`src/rtl/shpr_pkg.sv`:
```
package shpr_pkg;

   typedef enum logic [1:0] {
      SZ_BYTE = 2'd0,
      SZ_HALF = 2'd1,
      SZ_WORD = 2'd2,
      SZ_RSVD = 2'd3
   } acc_size_e;

   typedef enum logic [2:0] {
      RG_IDLE,
      RG_PRIO,
      RG_IDENT,
      RG_CFG,
      RG_FWD
   } region_e;

   typedef struct packed {
      region_e    region;
      logic       err;
      logic [2:0] nbytes;
   } dec_t;

   function automatic logic [2:0] size_to_bytes(input logic [1:0] sz);
      case (sz)
         2'd0:    return 3'd1;
         2'd1:    return 3'd2;
         2'd2:    return 3'd4;
         default: return 3'd0;
      endcase
   endfunction

   function automatic logic [31:0] trim_lanes(input logic [31:0] d, input logic [2:0] nb);
      logic [31:0] r;
      r = d;
      for (int i = 0; i < 4; i++) begin
         if (i >= int'(nb)) r[8*i +: 8] = 8'h00;
      end
      return r;
   endfunction

endpackage

```
`src/rtl/shpr_decode.sv`:
```
module shpr_decode
   import shpr_pkg::*;
#(
   parameter int ADDR_W    = 12,
   parameter int PRIO_BASE = 32'hD18,
   parameter int PRIO_CNT  = 12,
   parameter int CFG_ADDR  = 32'hD14,
   parameter int ID_BASE   = 32'hFE0,
   parameter int ID_WORDS  = 8
) (
   input  logic              sel,
   input  logic [ADDR_W-1:0] addr,
   input  logic [1:0]        size,
   input  logic              we,
   output dec_t              dec
);
   localparam int PRIO_END = PRIO_BASE + PRIO_CNT;
   localparam int ID_END   = ID_BASE + 4 * ID_WORDS;

   int         a;
   logic [2:0] nb;
   logic       misal, in_prio, in_id, overrun;

   always_comb begin
      a       = int'(addr);
      nb      = size_to_bytes(size);
      misal   = (size == SZ_HALF && addr[0]) ||
                (size == SZ_WORD && addr[1:0] != 2'b00);
      in_prio = (a >= PRIO_BASE) && (a < PRIO_END);
      in_id   = (a >= ID_BASE) && (a < ID_END);
      overrun = (a + int'(nb)) > PRIO_END;

      dec.nbytes = nb;
      dec.err    = 1'b0;
      dec.region = RG_IDLE;
      if (!sel) begin
         dec.region = RG_IDLE;
      end else if (size == SZ_RSVD) begin
         dec.err = 1'b1;
      end else if (in_prio) begin
         if (misal || overrun) dec.err = 1'b1;
         else                  dec.region = RG_PRIO;
      end else if (in_id) begin
         if (we) dec.err = 1'b1;
         else    dec.region = RG_IDENT;
      end else if (size != SZ_WORD || misal) begin
         dec.err = 1'b1;
      end else if (a == CFG_ADDR) begin
         if (we) dec.err = 1'b1;
         else    dec.region = RG_CFG;
      end else begin
         dec.region = RG_FWD;
      end
   end

endmodule

```
`src/rtl/shpr_prio_bank.sv`:
```
module shpr_prio_bank
   import shpr_pkg::*;
#(
   parameter int PRIO_CNT = 12,
   localparam int OFF_W   = (PRIO_CNT > 1) ? $clog2(PRIO_CNT) : 1
) (
   input  logic                  clk,
   input  logic                  rst_n,
   input  logic                  wr,
   input  logic [OFF_W-1:0]      off,
   input  logic [2:0]            nb,
   input  logic [31:0]           wdata,
   output logic [31:0]           rdata,
   output logic [PRIO_CNT*8-1:0] prio_flat,
   output logic                  upd
);
   logic [7:0] ent [PRIO_CNT];

   for (genvar e = 0; e < PRIO_CNT; e++) begin : g_ent
      int         d;
      logic       hit;
      logic [1:0] lane;
      always_comb begin
         d    = e - int'(off);
         hit  = wr && (d >= 0) && (d < int'(nb));
         lane = d[1:0];
      end
      always_ff @(posedge clk) begin
         if (!rst_n)   ent[e] <= 8'h00;
         else if (hit) ent[e] <= wdata[8*lane +: 8];
      end
      assign prio_flat[8*e +: 8] = ent[e];
   end

   always_comb begin
      rdata = 32'h0;
      for (int i = 0; i < 4; i++) begin
         if (i < int'(nb) && (int'(off) + i) < PRIO_CNT)
            rdata[8*i +: 8] = ent[int'(off) + i];
      end
   end

   always_ff @(posedge clk) begin
      if (!rst_n) upd <= 1'b0;
      else        upd <= wr;
   end


   upd_follows_wr_chk: assert property (@(posedge clk) disable iff (!rst_n)
      wr |=> upd);

   upd_single_chk: assert property (@(posedge clk) disable iff (!rst_n)
      (upd && !$past(wr)) |-> 1'b0);

   idle_hold_chk: assert property (@(posedge clk) disable iff (!rst_n)
      !wr |=> $stable(prio_flat));

endmodule

```
`src/rtl/shpr_id_rom.sv`:
```
module shpr_id_rom
   import shpr_pkg::*;
#(
   parameter int ADDR_W   = 12,
   parameter int ID_BASE  = 32'hFE0,
   parameter int ID_WORDS = 8,
   parameter logic [ID_WORDS*32-1:0] ID_VALUES = '0
) (
   input  logic [ADDR_W-1:0] addr,
   input  logic [2:0]        nb,
   output logic [31:0]       rdata
);
   int rel;
   int wi;

   always_comb begin
      rel   = int'(addr) - ID_BASE;
      wi    = rel >> 2;
      rdata = 32'h0;
      if (rel[1:0] == 2'b00 && wi >= 0 && wi < ID_WORDS)
         rdata = trim_lanes(ID_VALUES[32*wi +: 32], nb);
   end

endmodule

```
`src/rtl/shpr_regslave.sv`:
```
module shpr_regslave
   import shpr_pkg::*;
#(
   parameter int ADDR_W    = 12,
   parameter int PRIO_BASE = 32'hD18,
   parameter int PRIO_CNT  = 12,
   parameter int CFG_ADDR  = 32'hD14,
   parameter int ID_BASE   = 32'hFE0,
   parameter int ID_WORDS  = 8,
   parameter logic [ID_WORDS*32-1:0] ID_VALUES = {
      32'h0000_00B1, 32'h0000_000D, 32'h0000_0005, 32'h0000_00F0,
      32'h0000_0000, 32'h0000_000B, 32'h0000_0000, 32'h0000_0000}
) (
   input  logic                  clk,
   input  logic                  rst_n,
   input  logic                  bus_sel,
   input  logic [ADDR_W-1:0]     bus_addr,
   input  logic [1:0]            bus_size,
   input  logic                  bus_we,
   input  logic [31:0]           bus_wdata,
   output logic [31:0]           bus_rdata,
   output logic                  bus_err,
   output logic                  ext_req,
   input  logic [31:0]           ext_rdata,
   output logic                  prio_upd,
   output logic [PRIO_CNT*8-1:0] prio_flat
);
   localparam int OFF_W = (PRIO_CNT > 1) ? $clog2(PRIO_CNT) : 1;

   if (PRIO_BASE % 4 != 0) begin : g_bad_base
      $error("priority window must start word aligned");
   end
   if (PRIO_BASE <= CFG_ADDR || PRIO_CNT < 1) begin : g_bad_prio
      $error("priority window must follow the configuration word and be non-empty");
   end
   if (ID_BASE % 4 != 0 || ID_BASE + 4*ID_WORDS > (1 << ADDR_W)) begin : g_bad_id
      $error("identification window misplaced");
   end

   dec_t              dec;
   logic              pw;
   logic [OFF_W-1:0]  poff;
   logic [31:0]       prio_rd, id_rd;

   shpr_decode #(
      .ADDR_W(ADDR_W), .PRIO_BASE(PRIO_BASE), .PRIO_CNT(PRIO_CNT),
      .CFG_ADDR(CFG_ADDR), .ID_BASE(ID_BASE), .ID_WORDS(ID_WORDS)
   ) u_dec (
      .sel(bus_sel), .addr(bus_addr), .size(bus_size), .we(bus_we), .dec(dec)
   );

   assign pw   = (dec.region == RG_PRIO) && bus_we;
   assign poff = OFF_W'(int'(bus_addr) - PRIO_BASE);

   shpr_prio_bank #(.PRIO_CNT(PRIO_CNT)) u_bank (
      .clk(clk), .rst_n(rst_n), .wr(pw), .off(poff), .nb(dec.nbytes),
      .wdata(bus_wdata), .rdata(prio_rd), .prio_flat(prio_flat), .upd(prio_upd)
   );

   shpr_id_rom #(
      .ADDR_W(ADDR_W), .ID_BASE(ID_BASE), .ID_WORDS(ID_WORDS), .ID_VALUES(ID_VALUES)
   ) u_id (
      .addr(bus_addr), .nb(dec.nbytes), .rdata(id_rd)
   );

   assign bus_err = dec.err;
   assign ext_req = (dec.region == RG_FWD);

   always_comb begin
      bus_rdata = 32'h0;
      if (!bus_we) begin
         case (dec.region)
            RG_PRIO:  bus_rdata = prio_rd;
            RG_IDENT: bus_rdata = id_rd;
            RG_FWD:   bus_rdata = ext_rdata;
            default:  bus_rdata = 32'h0;
         endcase
      end
   end


   err_no_change_chk: assert property (@(posedge clk) disable iff (!rst_n)
      bus_err |=> $stable(prio_flat));

   err_no_pulse_chk: assert property (@(posedge clk) disable iff (!rst_n)
      bus_err |=> !prio_upd);

   err_not_fwd_chk: assert property (@(posedge clk) disable iff (!rst_n)
      bus_err |-> !ext_req);

   byte_rd_trim_chk: assert property (@(posedge clk) disable iff (!rst_n)
      (bus_sel && !bus_we && bus_size == 2'd0) |-> (bus_rdata[31:8] == 24'h0));

   id_unaligned_chk: assert property (@(posedge clk) disable iff (!rst_n)
      (bus_sel && !bus_we && int'(bus_addr) >= ID_BASE &&
       int'(bus_addr) < ID_BASE + 4*ID_WORDS && bus_addr[1:0] != 2'b00) |-> (bus_rdata == 32'h0));

endmodule

```
`config.mk`:
```
export PLATFORM = sky130hd
export DESIGN_NAME = shpr_regslave
export DESIGN_NICKNAME = d
export VERILOG_FILES = /design/src/rtl/shpr_pkg.sv /design/src/rtl/shpr_decode.sv /design/src/rtl/shpr_prio_bank.sv /design/src/rtl/shpr_id_rom.sv /design/src/rtl/shpr_regslave.sv
export SDC_FILE = /design/constraint.sdc
export NUM_CORES = 1
export LEC_CHECK = 0
export BUFFER_PORTS_ARGS = -buffer_cell sky130_fd_sc_hd__buf_2
export CELL_PAD_IN_SITES_DETAIL_PLACEMENT = 0
export CELL_PAD_IN_SITES_GLOBAL_PLACEMENT = 1
export CORE_MARGIN = 5
export CORE_UTILIZATION = 44
export CTS_CLUSTER_DIAMETER = 120
export DETAILED_ROUTE_END_ITERATION = 10
export PLACE_DENSITY_LB_ADDON = 0.25
export SLEW_MARGIN = 30
export SYNTH_ARGS = -nofsm -noshare
export SYNTH_HDL_FRONTEND = slang
export SYNTH_HIERARCHICAL = 1
export SYNTH_SLANG_ARGS = --single-unit
```
`constraint.sdc`:
```
create_clock -name clk -period 5.45 [get_ports clk]
set_clock_uncertainty 0.15 [all_clocks]
set_input_delay 0.2725 -clock clk [delete_from_list [all_inputs] [get_ports clk]]
set_output_delay 0.2725 -clock clk [all_outputs]
set_load 0.005 [all_outputs]
```
### Word-level counts from Yosys, hierarchy flattened

Memories as Yosys holds them, arrays and structs flattened.
Index checks and enable logic that the tools add are counted.

* register bits after elaboration: 1
* bits in writable memories: 96
* output and inout port bits: 131
* word-level logic and storage cells: 211
* memories: 1

* add/subtract/negate cells: 18
* magnitude comparators: 42
* equality and inequality tests: 8
* shift operators: 13
* muxes and demuxes: 76
* bitwise operators: 12
* reduce and logical (&&, ||, !) cells: 40

Memories
* u_bank.ent: depth 12, width 8, rd ports 16, clocked after Yosys merged registers in 0, wr ports 12, line shpr_prio_bank.sv:17 `logic [7:0] ent [PRIO_CNT];`

Operators by type and width (count)
* $ge 32x1->1 const B: 12
* $lt 32x4->1: 12
* $shiftx 32x6->8: 12
* $shiftx 256x32->32 const A: 1
* $mux 8: 20
* $lt 32x5->1 const B: 3
* $pmux 32 s3: 1
* $mux 32: 2
* $mux 1: 44
* $logic_and 1x1->1: 34
* $gt 32x13->1 const B: 1
* $ge 30x1->1 const B: 1
* $lt 30x4->1 const B: 1
* $ge 12x12->1 const B: 2
* $sub 3x4->5 const A: 4
* $sub 4x4->5 const A: 4
* $add 12x3->13: 1
* $sub 12x12->13 const B: 1
* $eq 12x11->1 const B: 1
* $lt 12x12->1 const B: 1
* $mux 3: 4
* $or 1x1->1: 12
* $add 4x2->5 const B: 2
* $sub 1x4->5 const A: 2
* 20 further kinds: 31

### Longest topological paths before layout

Gate-level depths: netlist of run 1.

* depth in word-level cells: 17
* gate-level depth with buffers: 17
* mapped depth without buffers: 13

### Modules after synthesis

The synthesis of run 1 kept the hierarchy.

Modules (own cells, without submodules)
* shpr_prio_bank: times used 1, cells an instance 754, area each 8568.2 µm²
* shpr_regslave: times used 1, cells an instance 193, area each 1134.8 µm²
* shpr_id_rom: times used 1, cells an instance 44, area each 372.9 µm²
* shpr_decode: times used 1, cells an instance 49, area each 340.3 µm²

### Worst setup path before layout of run 1

OpenSTA, ideal clock, no wires.

* kind: input to register
* start point: in bus_size[1]
* end point: mem u_bank.ent[6][0] (enable)
* setup time: 0.384 ns
* arrival: 4.383 ns
* required time: 4.916 ns
* slack: 0.533 ns
* stages: 15
* path through: nor2_1 > ha_1 > fa_1 > o21ai_0 > a21oi_1 > a2111oi_1 > a22o_1 > buf_4 > clkbuf_1 > nor4b_1 > clkbuf_1 > nand2b_1 > or4_1 > buf_2 > o21ai_0

RTL lines
* start: declaration: line shpr_regslave.sv:18 `input logic [1:0] bus_size,`
* end: declaration: line shpr_prio_bank.sv:17

==> reports/results.ini, run 1 <==
[cts]
cts_root_buffer = clkbuf_16
numCtsBuffers = 9
cts_tree = built
ctsLongestPathBuffers = 2
postCtsSetupBuffers = 0
path_clk_slew_ns = 0.07
h-tree-depth = 3
cts_num_sinks = 97
cts_resized = 0
cts_hold_buf = 0

[layout]
syn_to_final_growth_pct = 13.8
fin_area_mm2 = 0.0119
antenna_cells = 0
layout_common_cells = 211 x buf_2, 191 x nand2_1, 96 x edfxtp_1
fillers = 2248
final_common_cell = buf_2
final_layout_size_suffix_gt1_share_pct = 34.8
final_nets = 1327

[sta]
slew_violations = 0
worst_hold_slack_ns = 0.366
setup_violations = 0
min_period_ns = 4.32
tightest_slew_ns = 0.949
report.final.hold_viol_count = 0
rsz0062_at_grt = false
max_freq_mhz = 231
slew_headroom_pct = 36.7
timing.final.crit_share_pct = 79.3
finalWorstSetupSlack_ns = 1.13
tns_ns = 0

[placed_design]
io_buffers = 212
hpwl_um = 30300
placed_cell_area_mm2 = 0.0116
gp_congestion = 0.984
dp_slack_ns = 0.935

[routing]
route.detailed.drc = 0
wl_per_cell_um = 24.5
wl_um = 37700
drt-initial-drc-count = 963
viasPerCell = 6.19
dr.pass1.iters = 5
postRouteAntennaNets = 0
dr_total_vias = 9509

[yosys]
netlist_area_mm2 = 0.0104
yosysSeqAreaShare_pct = 27.9
ys_ff_latch = 97
postSynthAreaPerCell_um2 = 10.0
yosysWarnings = 6
async_flop_share_pct = 0
synthDistinctLibCells = 78
synth_edf_count = 96
syn-instance-count = 1040
ys_dominant_reg_cell = edfxtp_1

[outcome]
outcome = complete, no violations

[setup_path]
critical_path.endpoint_type = primary output
cp.required_ns = 5.03
slowest_delay_ns = 0.50
path_cells = buf_2 > nor2_1 > ha_1 > fa_1 > o21ai_0 > a21oi_1 > a2111oi_1 > a22o_1 > buf_4 > xor2_1 > o211ai_1 > buf_4 > a21oi_1 > buf_2
cp.arrival_ns = 3.90
crit_type = input pin to primary output
critical-path-top-delay-family = compound AO/OA/AOI/OAI gates
path_buf_inv = 4
worst-path-max-fanout = 38
cpMaxStageDelayCell = a2111oi_1
cp-start-kind = input pin

[die]
die_x_um = 164
dieArea_mm2 = 0.0269
ios = 213
core_area_mm2 = 0.0234
die_h_um = 164
std_cell_rows = 56
start_util_pct = 44.5

[global_route]
grt_remaining_overflow = 0
first_global_vias = 8953
grt_max_degree = 58
antenna_found_initial = 0
grt_pass1_wl_um = 55900
grt_usage_pct = 27.5

[power_and_ir_drop]
p_per_area_mw_per_mm2 = 190
p_leak_uw = 0.00435
peakVddDrop_mv = 0.174

[hold_path]
hold_path_class = input pin to register

[job]
drv_cap = 0

## path summary, 6_finish.rpt
| path | slack [ns] | from | to | depth (start not counted) |
|---|---|---|---|---|
| worst min-delay path | 0.37 | bus_wdata[21] | u_bank/ent[1][5] | 3 |
| worst max-delay path | 1.13 | bus_size[1] | bus_rdata[31] | 14 |
## layer usage
metal / global-route usage (%) / up-vias / wire length [um]
met5: 0 / - / 0
met1: 39.3 / 4604 / 15600
met3: 3.09 / 69 / 3400
met2: 42.5 / 542 / 17000
li1: - / 4294 / -
met4: 12.3 / 0 / 1760
## power breakdown
part | internal [uW] | switching (uW)
clock network | 318 | 288
logic | 309 | 424
registers | 857 | 62.3
total | 1480 | 774
## synthesized netlist by cell type, types with 18 or more instances
cell type | instances | area share, %
a21oi_1 | 25 | 1.2
a21oi_2 | 30 | 2.5
and2_1 | 20 | 1.2
buf_2 | 26 | 1.2
buf_4 | 43 | 3.1
clkbuf_1 | 24 | 0.86
edfxtp_1 | 96 | 28
ha_1 | 31 | 3.7
inv_1 | 18 | 0.65
mux2i_1 | 54 | 5.2
mux4_2 | 88 | 19
nand2_1 | 191 | 6.9
nor2_1 | 33 | 1.2
nor2b_1 | 24 | 1.4
nor3_1 | 53 | 2.5
nor4_1 | 23 | 1.4
o21ai_0 | 31 | 1.5
o22a_1 | 31 | 2.6
## state kept, by name, indices dropped and copies added (netlist names)
register,flops
u_bank/ent,96
u_bank/upd,1
## per-stage QoR
stage / utilization, % / power (uW) / cells
after floorplan: - / 1390 / 1063
after global placement: 49.4 / 1650 / 1521
after detailed placement: 49.4 / 1650 / 1521
after CTS: 50.6 / 2250 / 1537
after global routing: 50.7 / 2340 / 1537
final: 50.7 / 2260 / 1537
## worst min-delay path, delay by kind of cell
| family | cells | cell delay, ns |
|---|---|---|
| buffers and inverters | 1 | 0.10 |
| multiplexers | 1 | 0.26 |
| AND/OR/NAND/NOR | 1 | 0.12 |
## kinds of logic after synthesis
logic type / count (synthesis) / synth area share (%)
fa+ha+maj: 32 / 3.92
compound gates: 187 / 13.2
xor+xnor: 14 / 1.36
mux: 159 / 26.1
other cells: 1 / 0.0360
buf+inv: 131 / 7.52
flops: 97 / 27.9
simple gates: 419 / 20.0
## layout make-up
class / count / area [um2] / share of cell area, %
Clock inverter: 7 / 58.8 / 0.496
Sequential cell: 97 / 2900 / 24.5
Inverter: 23 / 86.3 / 0.728
Timing Repair Buffer: 247 / 1330 / 11.2
Tap cell: 319 / 399 / 3.37
Multi-Input combinational cell: 835 / 6850 / 57.8
Clock buffer: 9 / 225 / 1.90
Power figures use the tool's default switching activity.
==> inputs of run 2 (changes only) <==
Settings changed: ABC_AREA set to 1, CORE_UTILIZATION 44 to 39.
Clock period 5.45 ns to 4.22 ns, I/O delays scaled along.
==> run 2 against run 1 <==
Die area rose by 11%. Clock-buffer cell count up 1. Combinational power rose by 29%. Clock power increased by 30%. Setup slack worse by 0.46 ns. Largest power group unchanged. Highest routed layer is now met5.
==> reports/results.ini, run 2 <==
[outcome]
outcome = complete, no violations

[yosys]
syn-instance-count = 1659
synth_edf_count = 96
ys_dominant_reg_cell = edfxtp_1
ys_ff_latch = 97
synthDistinctLibCells = 47
yosysMostFrequentCell = nand2_1
yosys-top-cells-area = edfxtp_1 28%, nand2_1 21%, nand3_1 12%
synthTopCellsByCount = 567 x nand2_1, 239 x nand3_1, 206 x nor2_1, 107 x inv_1, 96 x edfxtp_1
yosysTopAreaCell = edfxtp_1
yosysWarnings = 6
synth_top_area_share_pct = 27.8
postSynthAreaPerCell_um2 = 6.25
yosysSeqAreaShare_pct = 28.0
netlist_area_mm2 = 0.0104
async_flop_share_pct = 0

[die]
dieArea_mm2 = 0.0299
die_h_um = 173
die_x_um = 173
core_area_mm2 = 0.0261
ios = 213
start_util_pct = 39.6
std_cell_rows = 59

[routing]
route.detailed.drc = 0
wl_um = 44200
postRouteAntennaNets = 0
wl_per_cell_um = 20.6
dr_total_vias = 11900
drt-initial-drc-count = 1213
viasPerCell = 5.54
dr.pass1.iters = 6

[placed_design]
io_buffers = 212
hpwl_um = 35100
dp_slack_ns = 0.327
gp_congestion = 0.965
placed_cell_area_mm2 = 0.0113

[cts]
path_clk_slew_ns = 0.07
cts_hold_buf = 0
postCtsSetupBuffers = 0
cts_num_sinks = 97
cts_root_buffer = clkbuf_16
cts_resized = 0
h-tree-depth = 3
ctsLongestPathBuffers = 2
numCtsBuffers = 9
cts_tree = built

[power_and_ir_drop]
seqPwrFrac_pct = 40.8
p_per_area_mw_per_mm2 = 251
swShare_pct = 38.1
p_int_uw = 1810
p_clk_share_pct = 26.9
p_leak_uw = 0.00591
peakVddDrop_mv = 0.183
p_sw_uw = 1120
combinationalPowerShare_pct = 32.2

[setup_path]
cp.required_ns = 4.08
cp_common_cell = nand2_1
critical-path-top-delay-family = simple AND/OR/NAND/NOR gates
worst-path-max-fanout = 8
cp.arrival_ns = 3.41
cp-start-kind = input pin
cpMaxStageDelayCell = fa_1
critical_path.endpoint_type = register
slowest_delay_ns = 0.42
crit_type = input pin to register
path_buf_inv = 6

[sta]
finalWorstSetupSlack_ns = 0.675
min_period_ns = 3.55
setup_violations = 0
slew_violations = 0
max_freq_mhz = 282
slew_headroom_pct = 36.5
tns_ns = 0
report.final.hold_viol_count = 0
rsz0062_at_grt = false
tightest_slew_ns = 0.952
timing.final.crit_share_pct = 84.0

[global_route]
grt_remaining_overflow = 0
first_global_vias = 11100
grt_max_degree = 96
grt_pass1_wl_um = 66700
antenna_found_initial = 1
grt_usage_pct = 28.5

[layout]
regArea_mm2 = 0.00290
largest-register = u_bank/ent
reg_top3 = u_bank/ent: 96 flops, u_bank/upd: 1 flops
final_nets = 1920
fillers = 2879
layout_common_cells = 567 x nand2_1, 239 x nand3_1, 211 x buf_2
final_layout_size_suffix_gt1_share_pct = 16.9
final_common_cell = nand2_1
multi_input_comb_area_mm2 = 0.00629
largest_reg_flops = 96
fin_area_mm2 = 0.0116
antenna_cells = 0
syn_to_final_growth_pct = 12.3

[job]
drv_cap = 0

[hold_path]
hold_path_class = input pin to register

-- run 2: cell types whose count changed after synthesis, moves of 25 or more --
cell,delta
nand2_1,+376
nand3_1,+224
nor2_1,+173
inv_1,+89
mux4_2,-88
mux2i_1,-54
nand4_1,+52
nor3_1,-45
o21ai_1,+42
o22a_1,-31
o21ai_0,+26
a21oi_2,-25
-- run 2: worst paths after layout --
kind               startpoint          endpoint  slack, ns  depth (start not counted)
setup / recovery  bus_size[1]  u_bank/ent[4][1]       0.67                         26
hold / removal          rst_n        u_bank/upd       0.25                          3
-- run 2: tightest hold or removal path: stages --
cell and delay [ns]:
buf_2 0.27, nand2_1 0.13, inv_1 0.08
-- run 2: metal layers --
metal | GRT usage [%] | share of wire [%] | up-vias
met5 | 0 | 0.016 | -
met4 | 7.75 | 2.9 | 2
li1 | - | - | 5717
met1 | 39.0 | 43 | 5590
met3 | 4.87 | 7.7 | 67
met2 | 46.8 | 47 | 514
-- run 2: per-stage QoR --
step           util [%]  hold slack [ns]  instances  total power, uW
3_3_place_gp       43.4            0.449       2130             2130
4_1_cts            44.5            0.221       2146             2910
2_1_floorplan         -            0.173       1682             1760
3_5_place_dp       43.4            0.455       2130             2140
6_report           44.5            0.248       2146             2930
5_1_grt            44.5            0.270       2146             3070
-- run 2: layout make-up --
class	count	area share (%)
Clock inverter	6	0.355
Multi-Input combinational cell	1338	54.1
Tap cell	335	3.60
Inverter	124	4.09
Clock buffer	10	2.05
Sequential cell	97	24.9
Timing Repair Buffer	236	10.9
-- run 2: power groups by stage --
stage	logic, uW	registers [uW]	clock network (uW)
6_report	943	1190	788
5_1_grt	1040	1190	835
4_1_cts	928	1190	797
3_5_place_dp	925	1210	0
3_3_place_gp	922	1210	0
2_1_floorplan	600	1160	0
-- run 2: kinds of logic after synthesis --
group / Yosys count / share of synthesized area [%]
adders and majority gates: 32 / 3.94
AOI/OAI and AO/OA: 157 / 8.31
and+or+nand+nor: 1117 / 46.4
buffers and inverters: 247 / 12.3
xor gates and xnor gates: 8 / 0.966
other: 1 / 0.0362
DFF: 97 / 28.0
